File: src/rtl/bist_pkg.sv
`timescale 1ns/1ps
package bist_pkg;
    typedef enum logic [1:0] {ST_IDLE = 2'd0, ST_RUN = 2'd1, ST_DONE = 2'd2} run_st_e;

    localparam logic [2:0] LAST_ELEM = 3'd5;

    // elements 1..4 have a read followed by a write
    function automatic logic elem_pair(input logic [2:0] e);
        return (e >= 3'd1) && (e <= 3'd4);
    endfunction

    // elements 3 and 4 walk the addresses downward
    function automatic logic elem_down(input logic [2:0] e);
        return (e == 3'd3) || (e == 3'd4);
    endfunction

    // write value of the element: ones for 1 and 3, zeros otherwise
    function automatic logic elem_wval(input logic [2:0] e);
        return (e == 3'd1) || (e == 3'd3);
    endfunction
endpackage

File: src/rtl/bist_seq.sv
`timescale 1ns/1ps
module bist_seq
    import bist_pkg::*;
#(
    parameter int unsigned IN_W   = 4,
    parameter int unsigned ADDR_W = 3,
    parameter int unsigned OUT_W  = 2
) (
    input  logic              clk,
    input  logic              rst_n,
    input  logic              start_i,
    input  logic              mode_i,
    input  logic              hold_i,
    output logic [IN_W-1:0]   stim_o,
    output logic [ADDR_W-1:0] addr_o,
    output logic [OUT_W-1:0]  wdata_o,
    output logic              we_o,
    output logic              cmp_en_o,
    output logic              busy_o,
    output logic              done_o
);
    localparam logic [IN_W-1:0]   CNT_MAX  = '1;
    localparam logic [ADDR_W-1:0] ADDR_MAX = '1;

    typedef struct packed {
        run_st_e           st;
        logic              mode;
        logic [IN_W-1:0]   cnt;
        logic [2:0]        elem;
        logic [ADDR_W-1:0] addr;
        logic              op;
    } seq_t;

    seq_t seq_d, seq_q;
    logic addr_end, is_wr, is_rd, run;

    always_comb begin
        run      = (seq_q.st == ST_RUN);
        addr_end = elem_down(seq_q.elem) ? (seq_q.addr == '0) : (seq_q.addr == ADDR_MAX);
        is_wr    = run && seq_q.mode &&
                   ((seq_q.elem == 3'd0) || (elem_pair(seq_q.elem) && seq_q.op));
        is_rd    = run && seq_q.mode && !is_wr;

        seq_d = seq_q;
        if (start_i) begin
            seq_d.st   = ST_RUN;
            seq_d.mode = mode_i;
            seq_d.cnt  = '0;
            seq_d.elem = 3'd0;
            seq_d.addr = '0;
            seq_d.op   = 1'b0;
        end else if (run && !hold_i) begin
            if (!seq_q.mode) begin
                if (seq_q.cnt == CNT_MAX) seq_d.st  = ST_DONE;
                else                      seq_d.cnt = seq_q.cnt + 1'b1;
            end else if (elem_pair(seq_q.elem) && !seq_q.op) begin
                seq_d.op = 1'b1;
            end else begin
                seq_d.op = 1'b0;
                if (addr_end) begin
                    if (seq_q.elem == LAST_ELEM) begin
                        seq_d.st = ST_DONE;
                    end else begin
                        seq_d.elem = seq_q.elem + 3'd1;
                        seq_d.addr = elem_down(seq_q.elem + 3'd1) ? ADDR_MAX : '0;
                    end
                end else begin
                    seq_d.addr = elem_down(seq_q.elem) ? seq_q.addr - 1'b1 : seq_q.addr + 1'b1;
                end
            end
        end
    end

    always_ff @(posedge clk or negedge rst_n) begin
        if (!rst_n) seq_q <= '0;
        else        seq_q <= seq_d;
    end

    assign stim_o   = (run && !seq_q.mode) ? seq_q.cnt : '0;
    assign addr_o   = (run && seq_q.mode) ? seq_q.addr : '0;
    assign we_o     = is_wr;
    assign wdata_o  = {OUT_W{is_wr && elem_wval(seq_q.elem)}};
    assign cmp_en_o = run && !hold_i && (!seq_q.mode || is_rd);
    assign busy_o   = run;
    assign done_o   = (seq_q.st == ST_DONE);
endmodule

File: src/rtl/bist_ora.sv
`timescale 1ns/1ps
module bist_ora #(
    parameter int unsigned OUT_W = 2,
    parameter int unsigned ACT_W = 2
) (
    input  logic             clk,
    input  logic             rst_n,
    input  logic             start_i,
    input  logic             selfchk_i,
    input  logic [ACT_W-1:0] act_i,
    input  logic             scan_en_i,
    input  logic             scan_in_i,
    input  logic             cmp_en_i,
    input  logic [OUT_W-1:0] resp_a_i,
    input  logic [OUT_W-1:0] resp_b_i,
    output logic             fail_o
);
    typedef struct packed {
        logic             fail;
        logic             inv;
        logic [ACT_W-1:0] act;
    } ora_t;

    ora_t ora_d, ora_q;
    logic [OUT_W-1:0] mask, diff;

    for (genvar i = 0; i < OUT_W; i++) begin : g_mask
        assign mask[i] = (ora_q.act > ACT_W'(i));
    end

    always_comb begin
        diff  = (resp_a_i ^ resp_b_i ^ {OUT_W{ora_q.inv}}) & mask;
        ora_d = ora_q;
        if (start_i) begin
            ora_d.fail = 1'b0;
            ora_d.inv  = selfchk_i;
            ora_d.act  = act_i;
        end else if (scan_en_i) begin
            ora_d.fail = scan_in_i;
        end else if (cmp_en_i && (|diff)) begin
            ora_d.fail = 1'b1;
        end
    end

    always_ff @(posedge clk or negedge rst_n) begin
        if (!rst_n) ora_q <= '0;
        else        ora_q <= ora_d;
    end

    assign fail_o = ora_q.fail;
endmodule

File: src/rtl/bist_pair_tile.sv
`timescale 1ns/1ps
module bist_pair_tile #(
    parameter int unsigned IN_W   = 4,
    parameter int unsigned OUT_W  = 2,
    parameter int unsigned ADDR_W = 3,
    localparam int unsigned ACT_W = $clog2(OUT_W + 1)
) (
    input  logic              clk,
    input  logic              rst_n,
    input  logic              start_i,
    input  logic              mode_i,
    input  logic              selfchk_i,
    input  logic [ACT_W-1:0]  act_outs_i,
    input  logic              scan_en_i,
    input  logic              scan_in_i,
    input  logic [OUT_W-1:0]  resp_a_i,
    input  logic [OUT_W-1:0]  resp_b_i,
    output logic [IN_W-1:0]   stim_o,
    output logic [ADDR_W-1:0] mem_addr_o,
    output logic [OUT_W-1:0]  mem_wdata_o,
    output logic              mem_we_o,
    output logic              busy_o,
    output logic              done_o,
    output logic              scan_out_o
);
    logic cmp_en;

    bist_seq #(.IN_W(IN_W), .ADDR_W(ADDR_W), .OUT_W(OUT_W)) u_seq (
        .clk      (clk),
        .rst_n    (rst_n),
        .start_i  (start_i),
        .mode_i   (mode_i),
        .hold_i   (scan_en_i),
        .stim_o   (stim_o),
        .addr_o   (mem_addr_o),
        .wdata_o  (mem_wdata_o),
        .we_o     (mem_we_o),
        .cmp_en_o (cmp_en),
        .busy_o   (busy_o),
        .done_o   (done_o)
    );

    bist_ora #(.OUT_W(OUT_W), .ACT_W(ACT_W)) u_ora (
        .clk       (clk),
        .rst_n     (rst_n),
        .start_i   (start_i),
        .selfchk_i (selfchk_i),
        .act_i     (act_outs_i),
        .scan_en_i (scan_en_i),
        .scan_in_i (scan_in_i),
        .cmp_en_i  (cmp_en),
        .resp_a_i  (resp_a_i),
        .resp_b_i  (resp_b_i),
        .fail_o    (scan_out_o)
    );
endmodule

File: config.mk
export PLATFORM = sky130hd
export DESIGN_NAME = bist_pair_tile
export DESIGN_NICKNAME = d
export VERILOG_FILES = /design/src/rtl/bist_pkg.sv /design/src/rtl/bist_seq.sv /design/src/rtl/bist_ora.sv /design/src/rtl/bist_pair_tile.sv
export SDC_FILE = /design/constraint.sdc
export NUM_CORES = 1
export LEC_CHECK = 0
export CORE_MARGIN = 3
export CORE_UTILIZATION = 54
export CTS_BUF_LIST = sky130_fd_sc_hd__clkbuf_16
export DETAILED_ROUTE_END_ITERATION = 7
export HOLD_SLACK_MARGIN = 0.15
export PLACE_DENSITY_LB_ADDON = 0.12
export SLEW_MARGIN = 20
export SYNTH_ARGS = -nofsm -noshare
export SYNTH_HDL_FRONTEND = slang
export SYNTH_HIERARCHICAL = 1
export SYNTH_SLANG_ARGS = --single-unit
File: constraint.sdc
create_clock -name clk -period 6.2 [get_ports clk]
set_input_delay 1.24 -clock clk [delete_from_list [all_inputs] [get_ports clk]]
set_output_delay 1.24 -clock clk [all_outputs]
set_load 0.03 [all_outputs]
* Word level (Yosys, flattened, before mapping)
Index checks and enable logic that the tools add are counted.
Widths: inputs -> output; s select.
** Operators by class
- Divide/modulo/power cells :: 0
- Muxes and demuxes :: 25
- Multipliers :: 0
- $lt $le $gt $ge :: 4
- Bitwise operators :: 3
- Shift operators :: 0
- Add/sub/neg operators :: 4
- Reduce and logical (&&, ||, !) cells :: 33
- Equality and inequality tests :: 18
** Operators with widths (number)
- $mux 11 :: 2
- $mux 3 :: 5
- $mux 2 :: 7
- $eq 3x3->1 const B :: 4
- $mux 4 :: 3
- $mux 6 :: 2
- $ne 3x3->1 const B :: 4
- $logic_and 1x1->1 :: 11
- $reduce_and 5->1 :: 2
- $ne 2x2->1 const B :: 4
- $mux 7 :: 1
- $add 3x1->3 const B :: 2
- $eq 3x2->1 const B :: 2
- $logic_not 3->1 :: 2
- $reduce_bool 2->1 :: 3
- $reduce_bool 3->1 :: 2
- $logic_or 1x1->1 :: 5
- $mux 1 :: 5
- $add 4x1->4 const B :: 1
- $eq 4x4->1 const B :: 1
- $gt 2x1->1 const B :: 2
- $logic_not 1->1 :: 4
- $reduce_and 4->1 :: 1
- $xor 2x2->2 :: 2
- 10 further kinds :: 10
** Word-level totals
- Bits in latches :: 0
- Word-level logic and storage cells :: 96
- ROM bits :: 0
- Output and inout bits :: 13
- Memories kept :: 0
- Memory bits (writable) :: 0
- Register bits :: 18

* Logic depth before layout (Yosys ltp)
Gate-level depths: netlist (run 1).
- Word-level depth :: 13
- Depth in mapped cells :: 8
- Depth with buffers taken out :: 8

* By module
The synthesis (run 1) kept the hierarchy.
** Modules (own cells, without submodules)
- bist_seq :: cells each 103, instances 1, area each 997.2 um^2, seq. area each 350.3 um^2
- bist_ora :: cells each 17, instances 1, area each 222.7 um^2, seq. area each 100.1 um^2

* Worst setup path after synthesis (run 1)
OpenSTA, ideal clock, no wires.
- Path kind :: register -> output
- Start point :: reg u_seq/seq_q[12] (netlist name)
- End point :: out mem_wdata_o[1]
- Path buffers :: 1
- Stages on the path, launching flop included :: 5
- Slack :: 2708 ps
- Arrival :: 2252 ps
- Path through :: dfrtp_1 -> nor2b_1 -> and3_1 -> nor2b_1 -> buf_4
** On the way
- Word-level cells in the longest chain between the ends :: 4
** RTL lines
- start, declared :: RTL line bist_seq.sv:34 : seq_t seq_d, seq_q;
- start signal, assigned :: RTL line bist_seq.sv:76 : else seq_q <= seq_d;
- $eq 2x1->1 :: RTL line bist_seq.sv:38 : run = (seq_q.st == ST_RUN);
- via busy_o :: RTL line bist_pair_tile.sv:22 : output logic busy_o,
- $logic_and 1x1->1 (2 in a row) :: RTL line bist_seq.sv:40 : is_wr = run && seq_q.mode &&
- via mem_we_o :: RTL line bist_pair_tile.sv:21 : output logic mem_we_o,
- $logic_and 1x1->1 :: RTL line bist_seq.sv:82 : assign wdata_o = {OUT_W{is_wr && elem_wval(seq_q.elem)}};
- end, declared :: RTL line bist_pair_tile.sv:20 : output logic [OUT_W-1:0] mem_wdata_o,
The timed path passes the listed nets, and every way through them passes these cells.

* Worst setup path after layout (run 1)
- Start point :: reg u_seq/seq_q[5] (netlist name)
- End point :: out mem_wdata_o[1]
** On the way
- Word-level cells in the longest chain between the ends :: 6
- Elaborated cells on any way between the ends :: 11
- Those cells by class :: order compare: 2; eq/ne: 2; reduce/logical: 7
** RTL lines
- $ge 3x1->1 or $le 3x3->1 (tied branches) :: RTL line bist_pkg.sv:9 : return (e >= 3'd1) && (e <= 3'd4);
- $logic_and 1x1->1 :: RTL line bist_pkg.sv:9
- $logic_and 1x1->1 :: RTL line bist_seq.sv:41 : ((seq_q.elem == 3'd0) || (elem_pair(seq_q.elem) && seq_q.op));
- $logic_or 1x1->1 :: RTL line bist_seq.sv:41
- $logic_and 1x1->1 :: RTL line bist_seq.sv:40
- $logic_and 1x1->1 * :: RTL line bist_seq.sv:82
Every way passes the cells marked *; elsewhere a longest branch is shown, timed or not.

==> results of run 1 <==
cell type report:
type / instances / share of cell area
Clock inverter: 1 / 0.00239
Clock buffer: 3 / 0.0478
Inverter: 9 / 0.0215
Timing Repair Buffer: 25 / 0.159
Tap cell: 27 / 0.0215
Multi-Input combinational cell: 91 / 0.461
Sequential cell: 18 / 0.287
worst paths after layout:
kind / cells past startpoint / endpoint / slack (ps)
min in group asynchronous: 1 / u_seq/seq_q[9] / 1480
worst min-delay path: 1 / u_ora/ora_q[0] / 500
worst min register to register: 1 / u_ora/ora_q[0] / 500
max in group asynchronous: 1 / u_seq/seq_q[10] / 4200
worst max-delay path: 8 / mem_wdata_o[1] / 2410
worst max register to register: 7 / u_seq/seq_q[1] / 3880
layer usage:
layer  vias to the layer above  share of wire  GRT usage
met5                         -              0          0
met4                         0          0.026      0.132
met3                         8          0.044     0.0360
met2                        21           0.49      0.390
met1                       456           0.44      0.259
li1                        472              -          -
metrics by stage:
| step | total power [uW] | utilization | worst slack [ps] | hold WS (ps) | area (um2) |
|---|---|---|---|---|---|
| floorplan | 159 | - | 2710 | 459 | 1220 |
| global placement | 179 | 0.731 | 2820 | 477 | 1490 |
| detailed placement | 181 | 0.731 | 2730 | 491 | 1490 |
| CTS | 314 | 0.770 | 2420 | 504 | 1570 |
| global route | 323 | 0.770 | 2270 | 522 | 1570 |
| finish | 309 | 0.770 | 2410 | 501 | 1570 |
registers in the layout (all words and copies together), names as in the netlist:
signal	count
u_seq/seq_q	14
u_ora/ora_q	3
u_ora/fail_o	1
cell usage in the layout, fill, tap and decap left out, types with 3 or more instances in the layout:
| cell | n |
|---|---|
| sky130_fd_sc_hd__and3_1 | 5 |
| sky130_fd_sc_hd__nor2b_1 | 5 |
| sky130_fd_sc_hd__and2_1 | 4 |
| sky130_fd_sc_hd__ha_1 | 6 |
| sky130_fd_sc_hd__clkbuf_16 | 3 |
| sky130_fd_sc_hd__a22o_1 | 3 |
| sky130_fd_sc_hd__mux2i_1 | 4 |
| sky130_fd_sc_hd__a21oi_1 | 4 |
| sky130_fd_sc_hd__o21ai_0 | 4 |
| sky130_fd_sc_hd__dfrtp_1 | 18 |
| sky130_fd_sc_hd__clkdlybuf4s50_1 | 25 |
| sky130_fd_sc_hd__nor2_1 | 13 |
| sky130_fd_sc_hd__xnor2_1 | 3 |
| sky130_fd_sc_hd__nand2_1 | 5 |
| sky130_fd_sc_hd__inv_1 | 9 |
| sky130_fd_sc_hd__nor3_1 | 3 |
cells by family after synthesis:
family / count (synthesis)
buffers and inverters: 11
AND/OR/NAND/NOR: 48
adder cells (fa/ha/maj): 7
flip-flops: 18
AO/OA/AOI/OAI: 19
XOR/XNOR: 7
multiplexers: 10
power breakdown:
group / total, uW / leakage (uW) / internal (uW) / switching, uW
Sequential: 129 / 0.000235 / 123 / 5.78
Combinational: 50.5 / 0.000401 / 26.5 / 24.0
Clock: 130 / 0.0000385 / 85.7 / 43.9
Total: 309 / 0.000674 / 235 / 73.7
==> impl_metrics.csv, run 1 <==
group,metric,value,unit
yosys,synthDominantCellAreaShare,0.369,
timing,finalHoldViolCount,0,
floorplanning,core_area,0.00204,mm2
routing,route.final.wire_length,2730,um
routing,routed_via_density,5.50,
yosys,post_synth_main_area_contributors,"sky130_fd_sc_hd__dfrtp_1, sky130_fd_sc_hd__ha_1, sky130_fd_sc_hd__nor2_1, sky130_fd_sc_hd__mux2i_1, sky130_fd_sc_hd__inv_1",
worst_setup_path,worstPathRequired,4960,ps
yosys,synth-edff-count,0,
yosys,synth.most_common_cell,"sky130_fd_sc_hd__dfrtp_1",
power_and_ir_drop,p_per_area,196,mW/mm2
layout,n_fill_cell,154,
yosys,postSynthCellCount,120,
floorplanning,initial_utilization,0.597,
layout,combined_area_of_the_multi_input_logic_cells,724,um2
timing,achievable-frequency,264,MHz
timing,min_period,3790,ps
yosys,avgSynthCellArea,10.2,um2
routing,drt_iter0_drc,27,
timing,clock-skew-final,0.940,ps
layout,num_antenna_cells,0,
clock_network,cts_tree,"done",
floorplanning,die-area,0.00287,mm2
grt,grt_antenna_before_repair,0,
worst_setup_path,setup.worst_path.class,"register to output port",
worst_setup_path,startpoint,"u_seq/seq_q[5]",
power_and_ir_drop,total_leakage_power,0.000674,uW
grt,grt_usage,0.225,
timing,rsz0062_at_grt,"false",
timing,period_share,0.611,
routing,drtPass1Iterations,4,
grt,wire_length_of_the_first_global_routing_pass,4570,um
clock_network,cts_sinks,18,
yosys,synthesis.nets,140,
yosys,synth_common_cells,"sky130_fd_sc_hd__dfrtp_1, sky130_fd_sc_hd__nor2_1, sky130_fd_sc_hd__inv_1, sky130_fd_sc_hd__ha_1",
yosys,dominant_combinational_cell_family_by_area_after_synthesis,"simple AND/OR/NAND/NOR gates",
clock_network,post_cts.repair.setup_buffers,0,
placement,place.port_buffers,25,
worst_setup_path,timing.critical_path.arrival,2550,ps
timing,rel_slew_slack,0.433,
floorplanning,ioPinCount,26,
yosys,yosysSeqAreaShare,0.369,
yosys,synth.largest_area_cell,"sky130_fd_sc_hd__dfrtp_1",
clock_network,cts-root-buf,"sky130_fd_sc_hd__clkbuf_16",
worst_setup_path,timing.critical_path.buf_inv,2,
clock_network,clkLatencyLatePin,250,ps
clock_network,cts-hold-fix-buffers,0,
run,max_cap_violations,0,
timing,totalNegativeSetupSlack,0,ps
timing,timing_worst_slew_pin_value,848,ps
floorplanning,fp-row-count,16,
clock_network,cts.reportedPaths.clkPinSlew,50,ps
clock_network,cts_resized,0,
layout,layout-drive-gt1-share,0.0952,
worst_hold_path,hold_path_class,"register to register",
yosys,synth-xor-area-share,0.0738,
worst_setup_path,cp_cell_sequence,"inv_1 -> ha_1 -> nor3_1 -> o21ai_0 -> a22o_1 -> and3_1 -> nor2b_1 -> clkdlybuf4s50_1",
yosys,synth_simple_gate_area_frac,0.230,
layout,post_layout_nonfiller_instances,174,
grt,gr_ovfl_total,0,
layout,syn2layout_area_growth,28.8,%
clock_network,cts_made_buffers,3,
worst_hold_path,hold_path_startpoint,"u_ora/ora_q[0]",
yosys,netlist_area,0.00122,mm2
placement,dp_hpwl,1910,um
clock_network,cts_htree_levels,1,
placement,gp_routability_congestion,0.845,
yosys,synth-async-reset-ratio,1.00,
routing,detailroute.via_count,957,
yosys,synth-compound-area-share,0.117,
routing,antenna_violating_nets_remaining,0,
clock_network,cts-root-to-sink-buffers,2,
layout,sequential_cell_area,450,um2
yosys,synth-seq-cells,18,
floorplanning,die_width,53.5,um
worst_setup_path,critical_path.reg2reg.startpoint,"u_seq/seq_q[4]",
worst_setup_path,slowest_stage,"sky130_fd_sc_hd__clkdlybuf4s50_1",
layout,fin_nets,168,
worst_setup_path,crit_fanout,6,
worst_setup_path,worst_path_largest_cell_delay,710,ps
yosys,synth_cell_type_count,42,
outcome,outcome,"finished, final reports clean",
yosys,synth.yosys.warnings,6,
timing,timing.final.setup_violations,0,
yosys,muxShareOfSynthArea,0.0954,
routing,detail_route.drc_violations,0,
worst_setup_path,end_kind,"output port",
power_and_ir_drop,worst_ir_drop_vdd,171,uV
yosys,ys.flop_type,"sky130_fd_sc_hd__dfrtp_1",
floorplanning,die_height,53.5,um
yosys,yosys.area_share.adder,0.0779,
grt,grt_start_max_net_pins,20,
timing,timing.final.max_slew_violations,0,
worst_setup_path,critical-path-top-delay-family,"buffers and inverters",
placement,placedCellCount,170,
grt,grt_pass1_vias,1012,
routing,route.detailed.wl_per_inst,15.7,um
worst_setup_path,kind_of_launch_point_of_the_worst_setup_path,"register",
Power figures use the tool's default switching activity.
==> inputs of run 2 (changes only) <==
CORE_UTILIZATION = 45   (was 54)
clock period = 3.45 ns   (was 6.2 ns; I/O delays follow)
==> run 2 against run 1 <==
Global-route usage decreased by 5.3 points. Utilization shrank 15 points. Sequential cell count unchanged. Highest routed layer unchanged.
==> impl_metrics.csv, run 2 (synthesis results as in run 1) <==
group,metric,value,unit
outcome,outcome,"finished, final reports clean",
floorplanning,core_area,0.00252,mm2
placement,place.port_buffers,25,
power_and_ir_drop,clkPwrFrac,0.419,
timing,clock-skew-final,2.65,ps
floorplanning,die-area,0.00337,mm2
clock_network,clkLatencyLatePin,250,ps
floorplanning,die_width,58.1,um
timing,totalNegativeSetupSlack,0,ps
grt,gr_ovfl_total,0,
worst_setup_path,reg2regPathDepth,7,
clock_network,cts_tree,"done",
routing,drt_iter0_drc,58,
grt,grt_antenna_before_repair,0,
worst_hold_path,hold-path-cell-count,1,
worst_setup_path,worstPathRequired,2760,ps
floorplanning,initial_utilization,0.484,
timing,finalHoldViolCount,0,
worst_setup_path,crit_fanout,6,
clock_network,cts_htree_levels,1,
power_and_ir_drop,swShare,0.235,
layout,syn2layout_area_growth,29.1,%
clock_network,cts-hold-fix-buffers,0,
clock_network,cts-root-to-sink-buffers,2,
placement,gp_routability_congestion,0.791,
floorplanning,ioPinCount,26,
worst_setup_path,kind_of_launch_point_of_the_worst_setup_path,"register",
worst_setup_path,timing.critical_path.buf_inv,2,
placement,place_worst_setup_slack,560,ps
timing,timing.final.setup_violations,0,
routing,route.detailed.wl_per_inst,14.3,um
layout,layout.cells.most_common,"sky130_fd_sc_hd__clkdlybuf4s50_1",
power_and_ir_drop,internal_power,423,uW
worst_setup_path,cp_cell_sequence,"inv_1 -> ha_1 -> nor3_1 -> o21ai_0 -> a22o_1 -> and3_1 -> nor2b_1 -> clkdlybuf4s50_1",
routing,route.final.wire_length,2530,um
timing,period_share,0.923,
layout,largest-register,"u_seq/seq_q",
worst_setup_path,slowest_stage,"sky130_fd_sc_hd__clkdlybuf4s50_1",
power_and_ir_drop,total_leakage_power,0.000674,uW
timing,timing.final.max_slew_violations,0,
layout,final_cell_mix,"sky130_fd_sc_hd__clkdlybuf4s50_1, sky130_fd_sc_hd__dfrtp_1, sky130_fd_sc_hd__nor2_1",
layout,layout-drive-gt1-share,0.0952,
worst_hold_path,hold_path_class,"register to register",
layout,fin_nets,168,
worst_setup_path,timing.critical_path.arrival,2500,ps
grt,grt_usage,0.172,
routing,drtPass1Iterations,4,
worst_setup_path,worst_path_largest_cell_delay,710,ps
worst_setup_path,end_kind,"output port",
timing,min_period,3190,ps
clock_network,cts_resized,0,
power_and_ir_drop,total_switching_power,130,uW
layout,num_antenna_cells,0,
floorplanning,fp-row-count,18,
timing,achievable-frequency,314,MHz
worst_setup_path,setup.worst_path.class,"register to output port",
timing,rel_slew_slack,0.443,
clock_network,post_cts.repair.setup_buffers,0,
timing,timing_worst_slew_pin_value,833,ps
routing,detailroute.via_count,950,
timing,min_setup_slack_post_route,265,ps
run,max_cap_violations,0,
routing,detail_route.drc_violations,0,
timing,rsz0062_at_grt,"false",
power_and_ir_drop,sequentialPowerShare,0.417,
placement,dp_hpwl,1940,um
clock_network,cts_made_buffers,3,
clock_network,cts_sinks,18,
power_and_ir_drop,p_per_area,351,mW/mm2
power_and_ir_drop,worst_ir_drop_vdd,215,uV
floorplanning,die_height,58.1,um
worst_setup_path,critical-path-top-delay-family,"buffers and inverters",
routing,antenna_violating_nets_remaining,0,
grt,wire_length_of_the_first_global_routing_pass,4440,um
worst_setup_path,critical_path_cell_count,8,
layout,largest_register_ffs,14,
grt,grt_start_max_net_pins,20,
routing,routed_via_density,5.37,
grt,grt_pass1_vias,987,
clock_network,cts.reportedPaths.clkPinSlew,50,ps
clock_network,cts-root-buf,"sky130_fd_sc_hd__clkbuf_16",
power_and_ir_drop,combPwrFrac,0.163,
## run 2: cell counts in the layout (fill, tap and decap cells not counted)
Identical to the previous run, type by type.
## run 2: final cells by class
cell class / instances / area, um2
fill: 223 / 947
multi-input combinational: 91 / 724
sequential: 18 / 450
timing repair buffer: 25 / 250
clock buffer: 3 / 75.1
tap: 30 / 37.5
inverter: 9 / 33.8
clock inverter: 1 / 3.75
## run 2: metal layers
layer  track usage  vias to the layer above  part of all wire
met5             0                        -                 0
met4        0.0596                        0            0.0091
met3        0.0290                        2             0.037
met2         0.294                       19              0.49
met1         0.219                      455              0.46
li1              -                      474                 -
## run 2: final timing paths
check,startpoint,end,slack [ps]
worst min-delay path,u_ora/ora_q[0],u_ora/ora_q[0],490
worst max register to register,u_seq/seq_q[4],u_seq/seq_q[1],1120
min in group asynchronous,rst_n,u_seq/seq_q[9],920
max in group asynchronous,rst_n,u_seq/seq_q[7],2010
worst max-delay path,u_seq/seq_q[5],mem_wdata_o[1],260
worst min register to register,u_ora/ora_q[0],u_ora/ora_q[0],490
## run 2: power groups by stage
| stage | sequential [uW] | combinational, uW | clock, uW |
|---|---|---|---|
| 4_1_cts | 231 | 91.7 | 238 |
| 6_report | 231 | 90.2 | 232 |
| 3_5_place_dp | 234 | 91.3 | 0 |
| 2_1_floorplan | 234 | 52.1 | 0 |
| 3_3_place_gp | 233 | 88.8 | 0 |
| 5_1_grt | 233 | 99.0 | 246 |
## run 2: metrics by stage
step           power, uW  utilization  instances  hold slack (ps)  area (um2)
2_1_floorplan        286            -        120              394        1220
3_3_place_gp         322        0.593        173              471        1500
3_5_place_dp         326        0.593        173              477        1500
4_1_cts              561        0.625        177              489        1580
5_1_grt              578        0.625        177              532        1580
6_report             552        0.625        177              487        1580
==> inputs of run 3 (changes only) <==
CORE_UTILIZATION = 55   (was 45)
DONT_BUFFER_PORTS = 1   (was unset)
SKIP_CTS_REPAIR_TIMING = 1   (was unset)
==> run 3 against run 2 <==
First-iteration DRC count fell by 78%. Combinational power decreased by 32%. Sequential power about the same. Global-route usage increased by 2.9 points. Power fell by 3.2%. Critical path type unchanged. Largest power group unchanged.
==> impl_metrics.csv, run 3 (synthesis results as in run 1) <==
group,metric,value,unit
timing,rel_slew_slack,0.455,
outcome,outcome,"finished, final reports clean",
placement,dp_hpwl,1770,um
timing,rsz0062_at_grt,"false",
floorplanning,initial_utilization,0.603,
worst_setup_path,slowest_stage,"sky130_fd_sc_hd__dfrtp_1",
floorplanning,core_area,0.00202,mm2
clock_network,cts_tree,"done",
clock_network,cts_htree_levels,1,
floorplanning,die_width,53.1,um
grt,grt_usage,0.201,
clock_network,cts.reportedPaths.clkPinSlew,60,ps
timing,min_period,2930,ps
worst_setup_path,kind_of_launch_point_of_the_worst_setup_path,"register",
worst_setup_path,setup.worst_path.class,"register to output port",
placement,gp_routability_congestion,0.767,
clock_network,cts-root-to-sink-buffers,2,
worst_setup_path,timing.critical_path.arrival,2240,ps
worst_setup_path,worst_path_largest_cell_delay,440,ps
timing,achievable-frequency,342,MHz
worst_hold_path,hold_path_class,"input pin to register",
power_and_ir_drop,worst_ir_drop_vdd,329,uV
worst_setup_path,timing.critical_path.buf_inv,2,
clock_network,cts-root-buf,"sky130_fd_sc_hd__clkbuf_16",
worst_setup_path,cp_cell_sequence,"inv_1 -> ha_1 -> nor3_1 -> o21ai_0 -> a22o_1 -> and3_1 -> nor2b_1 -> buf_4",
worst_setup_path,worstPathRequired,2760,ps
floorplanning,ioPinCount,26,
timing,period_share,0.848,
layout,n_fill_cell,141,
grt,wire_length_of_the_first_global_routing_pass,4090,um
timing,totalNegativeSetupSlack,0,ps
floorplanning,die_height,53.1,um
layout,layout-drive-gt1-share,0.135,
worst_setup_path,end_kind,"output port",
layout,largest-register,"u_seq/seq_q",
routing,antenna_violating_nets_remaining,0,
worst_setup_path,crit_fanout,6,
worst_setup_path,startpoint,"u_seq/seq_q[5]",
layout,num_antenna_cells,0,
worst_setup_path,critical_path.reg2reg.startpoint,"u_seq/seq_q[4]",
timing,timing_worst_slew_pin_value,815,ps
grt,gr_ovfl_total,0,
timing,min_setup_slack_post_route,523,ps
grt,grt_start_max_net_pins,20,
floorplanning,die-area,0.00282,mm2
clock_network,clkLatencyLatePin,250,ps
timing,finalHoldViolCount,0,
clock_network,cts_made_buffers,3,
routing,detail_route.drc_violations,0,
layout,final_cell_mix,"sky130_fd_sc_hd__dfrtp_1, sky130_fd_sc_hd__nor2_1, sky130_fd_sc_hd__inv_1",
layout,largest_register_ffs,14,
routing,detailroute.via_count,884,
routing,drtPass1Iterations,4,
layout,layout.cells.most_common,"sky130_fd_sc_hd__dfrtp_1",
grt,grt_antenna_before_repair,0,
routing,route.final.wire_length,2490,um
routing,route.detailed.wl_per_inst,16.3,um
power_and_ir_drop,p_per_area,395,mW/mm2
power_and_ir_drop,total_leakage_power,0.000601,uW
floorplanning,fp-row-count,16,
worst_hold_path,hold_path_startpoint,"start_i",
routing,routed_via_density,5.78,
grt,grt_pass1_vias,862,
layout,syn2layout_area_growth,11.0,%
placement,place_worst_setup_slack,854,ps
timing,timing.final.max_slew_violations,0,
layout,fin_nets,147,
timing,timing.final.setup_violations,0,
clock_network,cts_sinks,18,
placement,place.port_buffers,0,
run,max_cap_violations,0,
worst_setup_path,critical-path-top-delay-family,"simple AND/OR/NAND/NOR gates",
timing,clock-skew-final,1.32,ps
routing,drt_iter0_drc,13,
-- run 3: cell types whose count changed in the layout (fill, tap and decap cells not counted) --
cell | before | now
sky130_fd_sc_hd__buf_4 | 0 | 3
sky130_fd_sc_hd__clkdlybuf4s50_1 | 25 | 0
sky130_fd_sc_hd__dlygate4sd3_1 | 0 | 1
-- run 3: routing by layer --
layer	up-vias	part of all wire	GRT usage
met3	2	0.052	0.0423
met1	426	0.44	0.252
met2	23	0.51	0.337
met5	-	0	0
met4	0	0.0064	0.0766
li1	433	-	-
-- run 3: power breakdown --
group / leakage [uW] / switching [uW] / total, uW / internal [uW]
registers: 0.000235 / 13.0 / 234 / 221
clock network: 0.0000385 / 85.2 / 240 / 154
logic: 0.000327 / 32.0 / 61.3 / 29.2
total: 0.000601 / 130 / 535 / 404
-- run 3: worst paths after layout --
path                                        end  slack [ps]  cells after the start
worst max-delay path             mem_wdata_o[1]         520                      8
worst min register to register   u_ora/ora_q[0]         510                      1
min in group asynchronous       u_seq/seq_q[10]         980                      1
max in group asynchronous        u_seq/seq_q[2]        1970                      1
worst min-delay path            u_seq/seq_q[10]         500                      1
worst max register to register   u_seq/seq_q[1]        1180                      7
-- run 3: through the flow --
stage | instance area, um2 | std cells | total power, uW | util | hold slack (ps)
floorplan | 1220 | 120 | 286 | - | 394
global placement | 1260 | 148 | 292 | 0.626 | 395
detailed placement | 1260 | 148 | 294 | 0.626 | 395
CTS | 1340 | 152 | 534 | 0.665 | 125
global route | 1350 | 153 | 552 | 0.670 | 499
finish | 1350 | 153 | 535 | 0.670 | 500
-- run 3: area by class of cell --
class	count	area, um2	share of cell area
Sequential cell	18	450	0.333
Tap cell	27	33.8	0.0250
Inverter	9	33.8	0.0250
Clock buffer	3	75.1	0.0555
Timing Repair Buffer	4	32.5	0.0240
Clock inverter	1	3.75	0.00277
Multi-Input combinational cell	91	724	0.535
